==> src/rtl/vbi_anc_pkg.sv <==
package vbi_anc_pkg;

    typedef enum logic [2:0] {
        ST_IDLE = 3'd0,
        ST_HDR  = 3'd1,
        ST_PAY  = 3'd2,
        ST_SUM  = 3'd3,
        ST_FILL = 3'd4
    } anc_state_e;

    // level driven on the byte output between packets
    localparam logic [7:0] BLANK_BYTE = 8'h10;

    // fixed upper three bits of the 6-bit data identifier value
    localparam logic [2:0] DID_TAG = 3'b010;

endpackage

==> src/rtl/anc_id_word.sv <==
// Protects a 6-bit identifier with even parity and its complement.
module anc_id_word (
    input  logic [5:0] value,
    output logic [7:0] word
);
    logic par;

    always_comb begin
        par  = ^value;
        word = {~par, par, value};
    end
endmodule

==> src/rtl/anc_len_calc.sv <==
// Word count and fill count for a payload of len bytes plus one checksum byte.
module anc_len_calc #(
    parameter int LW = 7
) (
    input  logic [LW-1:0] len,
    output logic [5:0]    words,
    output logic [1:0]    fill
);
    always_comb begin
        // ceil((len+1)/4) == floor(len/4) + 1
        words = 6'(len[LW-1:2]) + 6'd1;
        // (4 - (len+1) mod 4) mod 4 == (-(len+1)) mod 4 == ~len mod 4
        fill  = ~len[1:0];
    end
endmodule

==> src/rtl/vbi_anc_packer.sv <==
module vbi_anc_packer
    import vbi_anc_pkg::*;
#(
    parameter int MAX_PAYLOAD = 64,
    localparam int LEN_W = $clog2(MAX_PAYLOAD + 1)
) (
    input  logic             clk,
    input  logic             rst_n,
    input  logic             eav_start,
    input  logic             field_id,
    input  logic             in_vblank,
    input  logic [5:0]       fmt_code,
    input  logic [9:0]       line_num,
    input  logic             match1,
    input  logic             match2,
    input  logic             edc_err,
    input  logic [LEN_W-1:0] pay_len,
    input  logic [7:0]       pay_data,
    input  logic             pay_valid,
    output logic             pay_ready,
    output logic [7:0]       anc_byte,
    output logic             anc_valid,
    output logic             busy
);
    localparam int N_ID = 3;

    typedef struct packed {
        anc_state_e       st;
        logic [2:0]       hidx;
        logic [LEN_W-1:0] cnt;
        logic [LEN_W-1:0] len;
        logic [1:0]       fill;
        logic [5:0]       words;
        logic [7:0]       sum;
        logic             fld;
        logic             vb;
        logic [5:0]       fmt;
        logic [9:0]       line;
        logic             m1;
        logic             m2;
        logic             err;
        logic [7:0]       obyte;
        logic             oval;
    } regs_t;

    regs_t q, d;

    logic [5:0] calc_words;
    logic [1:0] calc_fill;
    logic [5:0] id_val  [N_ID];
    logic [7:0] id_word [N_ID];

    anc_len_calc #(.LW(LEN_W)) u_len (
        .len   (pay_len),
        .words (calc_words),
        .fill  (calc_fill)
    );

    assign id_val[0] = {DID_TAG, q.fld, ~q.vb, 1'b1};
    assign id_val[1] = q.fmt;
    assign id_val[2] = q.words;

    for (genvar g = 0; g < N_ID; g++) begin : g_id
        anc_id_word u_id (
            .value (id_val[g]),
            .word  (id_word[g])
        );
    end

    assign busy      = (q.st != ST_IDLE) || q.oval;
    assign pay_ready = (q.st == ST_PAY);
    assign anc_byte  = q.obyte;
    assign anc_valid = q.oval;

    always_comb begin
        d       = q;
        d.obyte = BLANK_BYTE;
        d.oval  = 1'b0;
        unique case (q.st)
            ST_IDLE: begin
                if (eav_start && !busy) begin
                    d.fld   = field_id;
                    d.vb    = in_vblank;
                    d.fmt   = fmt_code;
                    d.line  = line_num;
                    d.m1    = match1;
                    d.m2    = match2;
                    d.err   = edc_err;
                    d.len   = pay_len;
                    d.words = calc_words;
                    d.fill  = calc_fill;
                    d.sum   = 8'h00;
                    d.cnt   = '0;
                    d.hidx  = 3'd1;
                    d.obyte = 8'h00;
                    d.oval  = 1'b1;
                    d.st    = ST_HDR;
                end
            end
            ST_HDR: begin
                d.oval = 1'b1;
                case (q.hidx)
                    3'd1, 3'd2: d.obyte = 8'hFF;
                    3'd3:       d.obyte = id_word[0];
                    3'd4:       d.obyte = id_word[1];
                    3'd5:       d.obyte = id_word[2];
                    3'd6:       d.obyte = q.line[7:0];
                    default:    d.obyte = {3'b000, q.err, q.m1, q.m2, q.line[9:8]};
                endcase
                d.hidx = q.hidx + 3'd1;
                if (q.hidx == 3'd7) begin
                    d.st = (q.len == '0) ? ST_SUM : ST_PAY;
                end
            end
            ST_PAY: begin
                if (pay_valid) begin
                    d.obyte = pay_data;
                    d.oval  = 1'b1;
                    d.sum   = q.sum + pay_data;
                    d.cnt   = q.cnt + LEN_W'(1);
                    if (q.cnt == q.len - LEN_W'(1)) begin
                        d.st = ST_SUM;
                    end
                end
            end
            ST_SUM: begin
                d.obyte = q.sum;
                d.oval  = 1'b1;
                d.cnt   = LEN_W'(q.fill);
                d.st    = (q.fill == 2'd0) ? ST_IDLE : ST_FILL;
            end
            ST_FILL: begin
                d.obyte = 8'h00;
                d.oval  = 1'b1;
                d.cnt   = q.cnt - LEN_W'(1);
                if (q.cnt == LEN_W'(1)) begin
                    d.st = ST_IDLE;
                end
            end
            default: d.st = ST_IDLE;
        endcase
    end

    always_ff @(posedge clk or negedge rst_n) begin
        if (!rst_n) begin
            q       <= '0;
            q.obyte <= BLANK_BYTE;
        end else begin
            q <= d;
        end
    end
endmodule

==> config.mk <==
export PLATFORM = sky130hd
export DESIGN_NAME = vbi_anc_packer
export DESIGN_NICKNAME = d
export VERILOG_FILES = /design/src/rtl/vbi_anc_pkg.sv /design/src/rtl/anc_id_word.sv /design/src/rtl/anc_len_calc.sv /design/src/rtl/vbi_anc_packer.sv
export SDC_FILE = /design/constraint.sdc
export NUM_CORES = 1
export LEC_CHECK = 0
export CORE_MARGIN = 2
export CORE_UTILIZATION = 50
export DETAILED_ROUTE_END_ITERATION = 7
export PLACE_DENSITY = 0.8
export SETUP_SLACK_MARGIN = 0.2
export SLEW_MARGIN = 5
export SYNTH_ARGS = -nofsm -noshare
export SYNTH_HDL_FRONTEND = slang
export SYNTH_SLANG_ARGS = --single-unit
==> constraint.sdc <==
create_clock -name clk -period 2.9 [get_ports clk]
set_clock_uncertainty 0.15 [all_clocks]
set_input_delay 0.58 -clock clk [delete_from_list [all_inputs] [get_ports clk]]
set_output_delay 0.58 -clock clk [all_outputs]
set_load 0.02 [all_outputs]
Yosys cells after proc, flatten, opt, wreduce, memory -nomap -nowiden:

Index checks and enable logic that the tools add are counted.

* bits in read-only memories: 0
* bits in latches: 0
* logic and storage cells: 80
* input bits: 40
* output and inout bits: 11
* memories kept: 0
* bits in registers: 66
* bits in writable memories: 0

* div/mod/pow operators: 0
* bitwise gates (word level): 5
* $lt $le $gt $ge: 0
* shift-type cells: 0
* multiply operators: 0
* reduce and logical (&&, ||, !) cells: 19
* equal/unequal tests: 18
* add/subtract/negate cells: 6
* multiplexer cells: 16

Operators with widths (number)
* 66-bit 2-to-1 mux: 1
* 9-bit one-hot mux with 5 select lines: 1
* 8-bit one-hot mux with 5 select lines: 1
* 7-bit one-hot mux with 4 select lines: 1
* 6-bit parity: 3
* 8-bit one-hot mux with 2 select lines: 1
* 3-bit equality test, second input constant: 5
* 3-bit 2-to-1 mux: 5
* 3-bit one-hot mux with 5 select lines: 1
* 7-bit by 1-bit subtractor with 7-bit output, second input constant: 2
* 3-bit by 2-bit equality test with 1-bit output, second input constant: 4
* 9-bit 2-to-1 mux: 1
* 8-bit adder: 1
* 8-bit 2-to-1 mux: 1
* 2-bit != test, second input constant: 4
* 7-bit by 1-bit adder with 7-bit output, second input constant: 1
* 7-bit by 1-bit equality test with 1-bit output, second input constant: 1
* 7-bit equality test: 1
* 7-bit zero test: 1
* 7-bit 2-to-1 mux: 1
* 5-bit by 1-bit adder with 6-bit output, second input constant: 1
* 3-bit by 1-bit equality test with 1-bit output, second input constant: 2
* 3-bit one-hot mux with 2 select lines: 1
* 3-bit AND reduction: 2
* other kinds (16): 21

Logic depth before layout (Yosys ltp):

Gate-level depths: netlist (run 1).

* word-level depth: 6
* mapped depth: 8
* depth with buffers taken out: 7

Hierarchy:

A second synthesis (run 1) with hierarchy kept.

* cell total of the unflattened synthesis: 433
* area, all modules: 4443.0 µm²

Modules (own cells, without submodules)
* vbi_anc_packer: seq. area each 1652.8 µm², times used 1, area an instance 3972.6 µm², cells each 385
* anc_id_word: seq. area each 0.0 µm², times used 3, area an instance 132.6 µm², cells each 12
* anc_len_calc: seq. area each 0.0 µm², times used 1, area an instance 72.6 µm², cells each 12

Least setup slack after synthesis (run 1):

No wires, ideal clock.

* path kind: in2reg
* from: in pay_data[0]
* to: reg q[36] (netlist bit)
* buffers on the path: 0
* stages on the path: 7
* data arrival time: 1.939 ns
* path slack: 0.683 ns
* library setup time: 0.128 ns
* required time: 2.622 ns
* path through: ha_1 fa_1 a21o_1 a21o_1 and4b_1 nor3_1 o21ai_0

* word-level cells in the longest chain between the ends: 3

RTL lines
* start, declared: RTL line vbi_anc_packer.sv:18 `input logic [7:0] pay_data,`
* 8-bit adder: RTL line vbi_anc_packer.sv:119 `d.sum = q.sum + pay_data;`
* 8-bit 2-to-1 mux: RTL line vbi_anc_packer.sv:116 `if (pay_valid) begin`
* 8-bit one-hot mux with 2 select lines: RTL line vbi_anc_packer.sv:79 `unique case (q.st)`
* end, declared: RTL line vbi_anc_packer.sv:46 `regs_t q, d;`

No other way between the ends. The select of a mux whose other input is x is not followed.
A chain may end at the register's enable or synchronous reset.

Worst setup path in the final report (run 1):

* from: reg q[64] (netlist bit)
* to: out busy

* word-level cells in the longest chain between the ends: 2

RTL lines
* 3-bit nonzero test: RTL line vbi_anc_packer.sv:70 `assign busy = (q.st != ST_IDLE) || q.oval;`
* 1-bit logical OR: RTL line vbi_anc_packer.sv:70
* end, declared: RTL line vbi_anc_packer.sv:23 `output logic busy`

No other way between the ends.

==> impl_metrics.csv, run 1 <==
group,metric,value,unit
run_status,status,"completed",
pwr,p_leak,2.16,nW
detailed_routing,wl,9.14,mm
die,core_area,7690,um^2
clocking,cts.path.max_buffers,2,
pwr,power,0.00489,W
detailed_routing,drc,0,
global_routing,grt_max_degree,42,
global_routing,antenna_found_initial,0,
worst_setup_path,critPathCaptureType,"primary output",
worst_setup_path,path_class,"reg2out",
finish,nNetsFinal,550,
worst_setup_path,cp_data_arrival_time,1.83,ns
worst_setup_path,required,2.17,ns
placed_design,post-dp-hpwl,6.52,mm
timing,max_freq,391,MHz
placed_design,dpl.cell_count,582,
timing,slew_headroom,59.2,%
placed_design,dpl_cell_area,4510,um^2
timing,drv_slew,0,
finish,drive_above_1_share,6.65,%
clocking,cts_tree,"done",
detailed_routing,vias_per_cell,5.72,
synthesis,synth_flop_cell,"dfrtp_1",
pwr,ir_worst_vdd,0.000476,V
finish,num-fill-cells,680,
finish,regArea,1650,um^2
synthesis,syn_inst,452,
die,ioPinCount,51,
timing,setup_viol_count_final,0,
die,rows,32,
global_routing,grt_pass1_wl,15.6,mm
finish,area_growth,19.1,%
worst_setup_path,worstRegToRegCells,7,
synthesis,synth_seq_cells,66,
timing,min_period,2.56,ns
timing,hold_violations,0,
clocking,ctsRootBufferMaster,"clkbuf_8",
detailed_routing,antenna_left,0,
timing,rsz0062_at_grt,"no",
synthesis,syn-num-nets,511,
die,fp.dieArea,8640,um^2
placed_design,gp_congestion,0.909,
finish,final_util,61.3,%
synthesis,ys_seq_area_share,41.8,%
synthesis,synth_area_leaders,"dfrtp_1 41%, nand2_1 11%, ha_1 5.7%",
synthesis,yosys_warnings,0,
finish,postLayoutCellArea,4710,um^2
run,drv_cap,0,
pwr,pwr_density_cell,1040,nW/um^2
synthesis,synth_top_area_cell,"dfrtp_1",
die,fp.dieH,93.0,um
clocking,post_cts_buffers,0,
clocking,clock_latency,0.35,ns
detailed_routing,wire_per_inst,15.3,um
timing,post-route-period-util,88.1,%
worst_setup_path,critPathMaxFanout,17,
timing,tns,0,ns
clocking,cts.sinks,66,
synthesis,avgSynthCellArea,8.75,um^2
worst_setup_path,start_kind,"flip-flop",
synthesis,netlist_area,3960,um^2
timing,tightest_slew,0.610,ns
clocking,htree_num_levels,3,
global_routing,grt_use_total,22.7,%
die,initial_core_util,51.5,%
synthesis,yosysTopAreaCellShare,41.1,%
synthesis,synth_edf_count,0,
global_routing,grt_pass1_vias,3299,
synthesis,async_flop_share,100,%
worst_hold_path,hold_path_class,"in2async",
finish,finalNonFillerCells,598,
clocking,clk_pin_slew_worst_paths,0.08,ns
finish,diodes,0,
finish,multi_input_area,2100,um^2
detailed_routing,drt_iter0_drc,225,
clocking,cts_buffers,9,
synthesis,synth_cell_types,59,
die,die_w,93.0,um
detailed_routing,vias,3420,
detailed_routing,dr.pass1.iters,5,
placed_design,numPortBuffers,50,
global_routing,overflow,0,
worst paths after layout:
check | slack (ns) | end | startpoint
worst max-delay path | 0.34 | busy | q[64]
worst min-delay path | 0.09 | id_val[9] | rst_n
worst max register to register | 0.55 | anc_byte[1] | q[60]
worst min register to register | 0.32 | q[18] | q[18]
max in group asynchronous | 1.82 | anc_byte[4] | rst_n
min in group clk | 0.32 | q[18] | q[18]
metrics by stage:
stage	setup WS [ns]	hold WS [ns]
2_1_floorplan	0.683	0.134
3_3_place_gp	0.155	0.302
3_5_place_dp	0.130	0.304
4_1_cts	0.350	0.0921
5_1_grt	0.256	0.127
6_report	0.344	0.0884
power breakdown:
group          switching (W)  total (W)  internal [W]
Combinational        0.00140    0.00248       0.00108
Clock               0.000383   0.000787      0.000404
Sequential          0.000328    0.00162       0.00130
cell usage after synthesis (all sizes together), types with 8 or more instances:
cell	number
a21oi	11
buf	14
clkbuf	17
dfrtp	65
ha	18
inv	14
nand2	117
nand2b	8
nand3	11
nor2	12
nor3	10
o21ai	30
xnor2	22
routing by layer:
layer / wire length (um) / GRT usage, % / share of wire, %
met3: 509 / 4.39 / 5.6
met5: 0 / 0 / 0
met1: 4190 / 31.1 / 46
met2: 4360 / 36.8 / 48
met4: 81 / 6.25 / 0.89
final cells by class:
class / count / area share (%)
Multi-Input combinational cell: 341 / 44.6
Sequential cell: 66 / 35.1
Timing Repair Buffer: 59 / 12.2
Tap cell: 102 / 2.71
Clock buffer: 9 / 2.63
Clock inverter: 7 / 1.67
Inverter: 14 / 1.12
logic make-up after synthesis:
group | synth area share (%)
DFF | 41.8
buffers and inverters | 5.15
adders and majority gates | 6.20
and+or+nand+nor | 21.4
muxes | 0.538
xor gates and xnor gates | 6.42
AOI/OAI and AO/OA | 18.5
cells in the final DEF, fill, tap and decap left out, drive strengths merged, types with 2 or more instances in the layout:
master         count
o22ai              4
or3                5
a22oi              6
xnor2             22
a22o               4
buf               10
xor2               7
o221ai             4
nand2b             8
clkbuf             9
a31oi              4
nand3             11
dfrtp             65
a221o              6
clkinv             5
and3               4
o21ai             30
nor3              10
o31ai              2
nand4              2
o211ai             4
nor3b              2
a222oi             6
a211oi             4
clkdlybuf4s50     49
a21oi             11
a32o               2
a311o              2
a21o               6
inv               15
nand2            117
nor2b              3
ha                18
nor2              12
nor4               4
and2               3
what timing repair did:
item,CTS,global route
setup endpoints to repair,1,0
hold buffers,0,0
resized for setup,1,0
flip-flops by register name, summed over array words and instances, names as in the netlist:
name / cells
anc_valid: 1
id_val: 13
anc_byte: 8
q: 44
worst max-delay path, stage by stage, from the launching register on:
cell and delay (ns):
dfrtp_2 0.51, nor2_1 0.32, nand2_1 0.09, clkdlybuf4s50_1 0.55
Power figures use the tool's default switching activity.
==> inputs of run 2 (changes only) <==
CORE_MARGIN = 1.5   (was 2)
TNS_END_PERCENT = 20   (was default)
==> impl_metrics.csv, run 2 (synthesis gave the netlist of run 1 again) <==
group,metric,value,unit
worst_setup_path,start_kind,"flip-flop",
timing,setup_viol_count_final,0,
clocking,ctsRootBufferMaster,"clkbuf_8",
timing,slew_headroom,58.0,%
timing,hold_violations,0,
clocking,cts_buffers,9,
die,rows,32,
finish,postLayoutCellArea,4680,um^2
detailed_routing,drc,0,
clocking,holdBufCountCts,0,
die,core_area,7690,um^2
timing,max_freq,395,MHz
clocking,post_cts_buffers,0,
run,drv_cap,0,
pwr,pwr_density_cell,1010,nW/um^2
worst_setup_path,critPathMaxFanout,17,
worst_setup_path,worstRegToRegCells,7,
finish,largest_reg_flops,44,
global_routing,grt_pass1_wl,15.3,mm
detailed_routing,antenna_left,0,
clocking,htree_num_levels,3,
worst_setup_path,critPathCaptureType,"primary output",
finish,area_growth,18.2,%
detailed_routing,wl,9.06,mm
worst_hold_path,hold_path_class,"in2async",
timing,post-route-period-util,87.4,%
global_routing,grt_pass1_vias,3211,
timing,tns,0,ns
pwr,p_leak,2.15,nW
detailed_routing,wire_per_inst,15.1,um
clocking,cts.sinks,66,
placed_design,post-dp-hpwl,6.62,mm
placed_design,gp_congestion,0.939,
die,fp.dieH,92.0,um
finish,regMostFlops,"q",
timing,tightest_slew,0.629,ns
detailed_routing,vias,3470,
finish,final_util,60.9,%
finish,final_common_cell,"nand2_1",
finish,drive_above_1_share,6.64,%
finish,layout_common_cells,"117 x nand2_1, 64 x dfrtp_1, 49 x clkdlybuf4s50_1",
detailed_routing,drt_iter0_drc,216,
pwr,ir_worst_vdd,0.000401,V
detailed_routing,vias_per_cell,5.79,
worst_setup_path,r2r_slack,0.55,ns
worst_setup_path,path_class,"reg2out",
timing,hold_ws,0.0855,ns
clocking,clk_pin_slew_worst_paths,0.08,ns
global_routing,grt_use_total,22.8,%
clocking,cts_tree,"done",
worst_setup_path,cp_data_arrival_time,1.80,ns
finish,nNetsFinal,551,
global_routing,grt_max_degree,37,
die,fp.dieArea,8450,um^2
worst_setup_path,timing.rr.start,"q[60]",
timing,min_period,2.53,ns
placed_design,numPortBuffers,50,
placed_design,dpl_cell_area,4520,um^2
worst_setup_path,r2r-end,"anc_byte[4]",
global_routing,antenna_found_initial,0,
die,initial_core_util,51.5,%
die,die_w,92.0,um
clocking,cts.path.max_buffers,2,
timing,rsz0062_at_grt,"no",
timing,drv_slew,0,
die,ioPinCount,51,
clocking,clock_latency,0.34,ns
global_routing,overflow,0,
worst_setup_path,required,2.17,ns
run_status,status,"completed",
finish,diodes,0,
detailed_routing,dr.pass1.iters,5,
-- run 2: changes by cell type in the layout (fill, tap and decap cells not counted) --
cell       before  now
inv_6           1    0
clkinv_4        4    1
bufinv_16       1    0
buf_4           8    9
clkinv_2        1    5
clkbuf_1        0    1
-- run 2: stage by stage --
stage | setup slack [ns] | cells | power, W
after detailed placement | 0.139 | 583 | 0.00407
after global routing | 0.253 | 599 | 0.00513
final | 0.366 | 599 | 0.00474
after CTS | 0.355 | 599 | 0.00474
after global placement | 0.148 | 583 | 0.00398
after floorplan | 0.683 | 452 | 0.00341
-- run 2: final cells by class --
cell class | instances | area [um^2]
Clock buffer | 10 | 128
Clock inverter | 6 | 33.8
Fill cell | 677 | 3010
Inverter | 14 | 52.6
Multi-Input combinational cell | 341 | 2100
Sequential cell | 66 | 1650
Tap cell | 102 | 128
Timing Repair Buffer | 60 | 583
-- run 2: per-layer routing --
layer	vias to the layer above	share of wire (%)	track usage, %
met5	-	0	0
met4	0	1.1	6.67
met3	12	5.9	2.90
met2	121	49	37.3
met1	1660	44	31.8
li1	1677	-	-
-- run 2: worst max-delay path: stages, from the launching register on --
cell and delay, ns:
dfrtp_2 0.52, nand2_1 0.24, inv_2 0.11, clkdlybuf4s50_1 0.60
-- run 2: how the worst max path moves through the flow --
stage,start,to,slack (ns),depth (start not counted)
2_1_floorplan,pay_data[0],q[36],0.68,7
3_3_place_gp,pay_data[0],q[36],0.15,8
3_5_place_dp,pay_data[0],q[36],0.14,8
4_1_cts,q[64],pay_ready,0.36,3
5_1_grt,q[64],busy,0.25,3
6_report,q[64],pay_ready,0.37,3
-- run 2: what timing repair did --
item | 4_1_cts | 5_1_grt
endpoints found under the hold margin | 0 | 0
gates resized for setup | 1 | 0
endpoints found under the setup margin | 1 | 0
-- run 2: where the power goes --
part           switching (W)  internal, W
Sequential          0.000327      0.00130
Combinational        0.00137      0.00109
Clock               0.000362     0.000304
Total                0.00206      0.00269
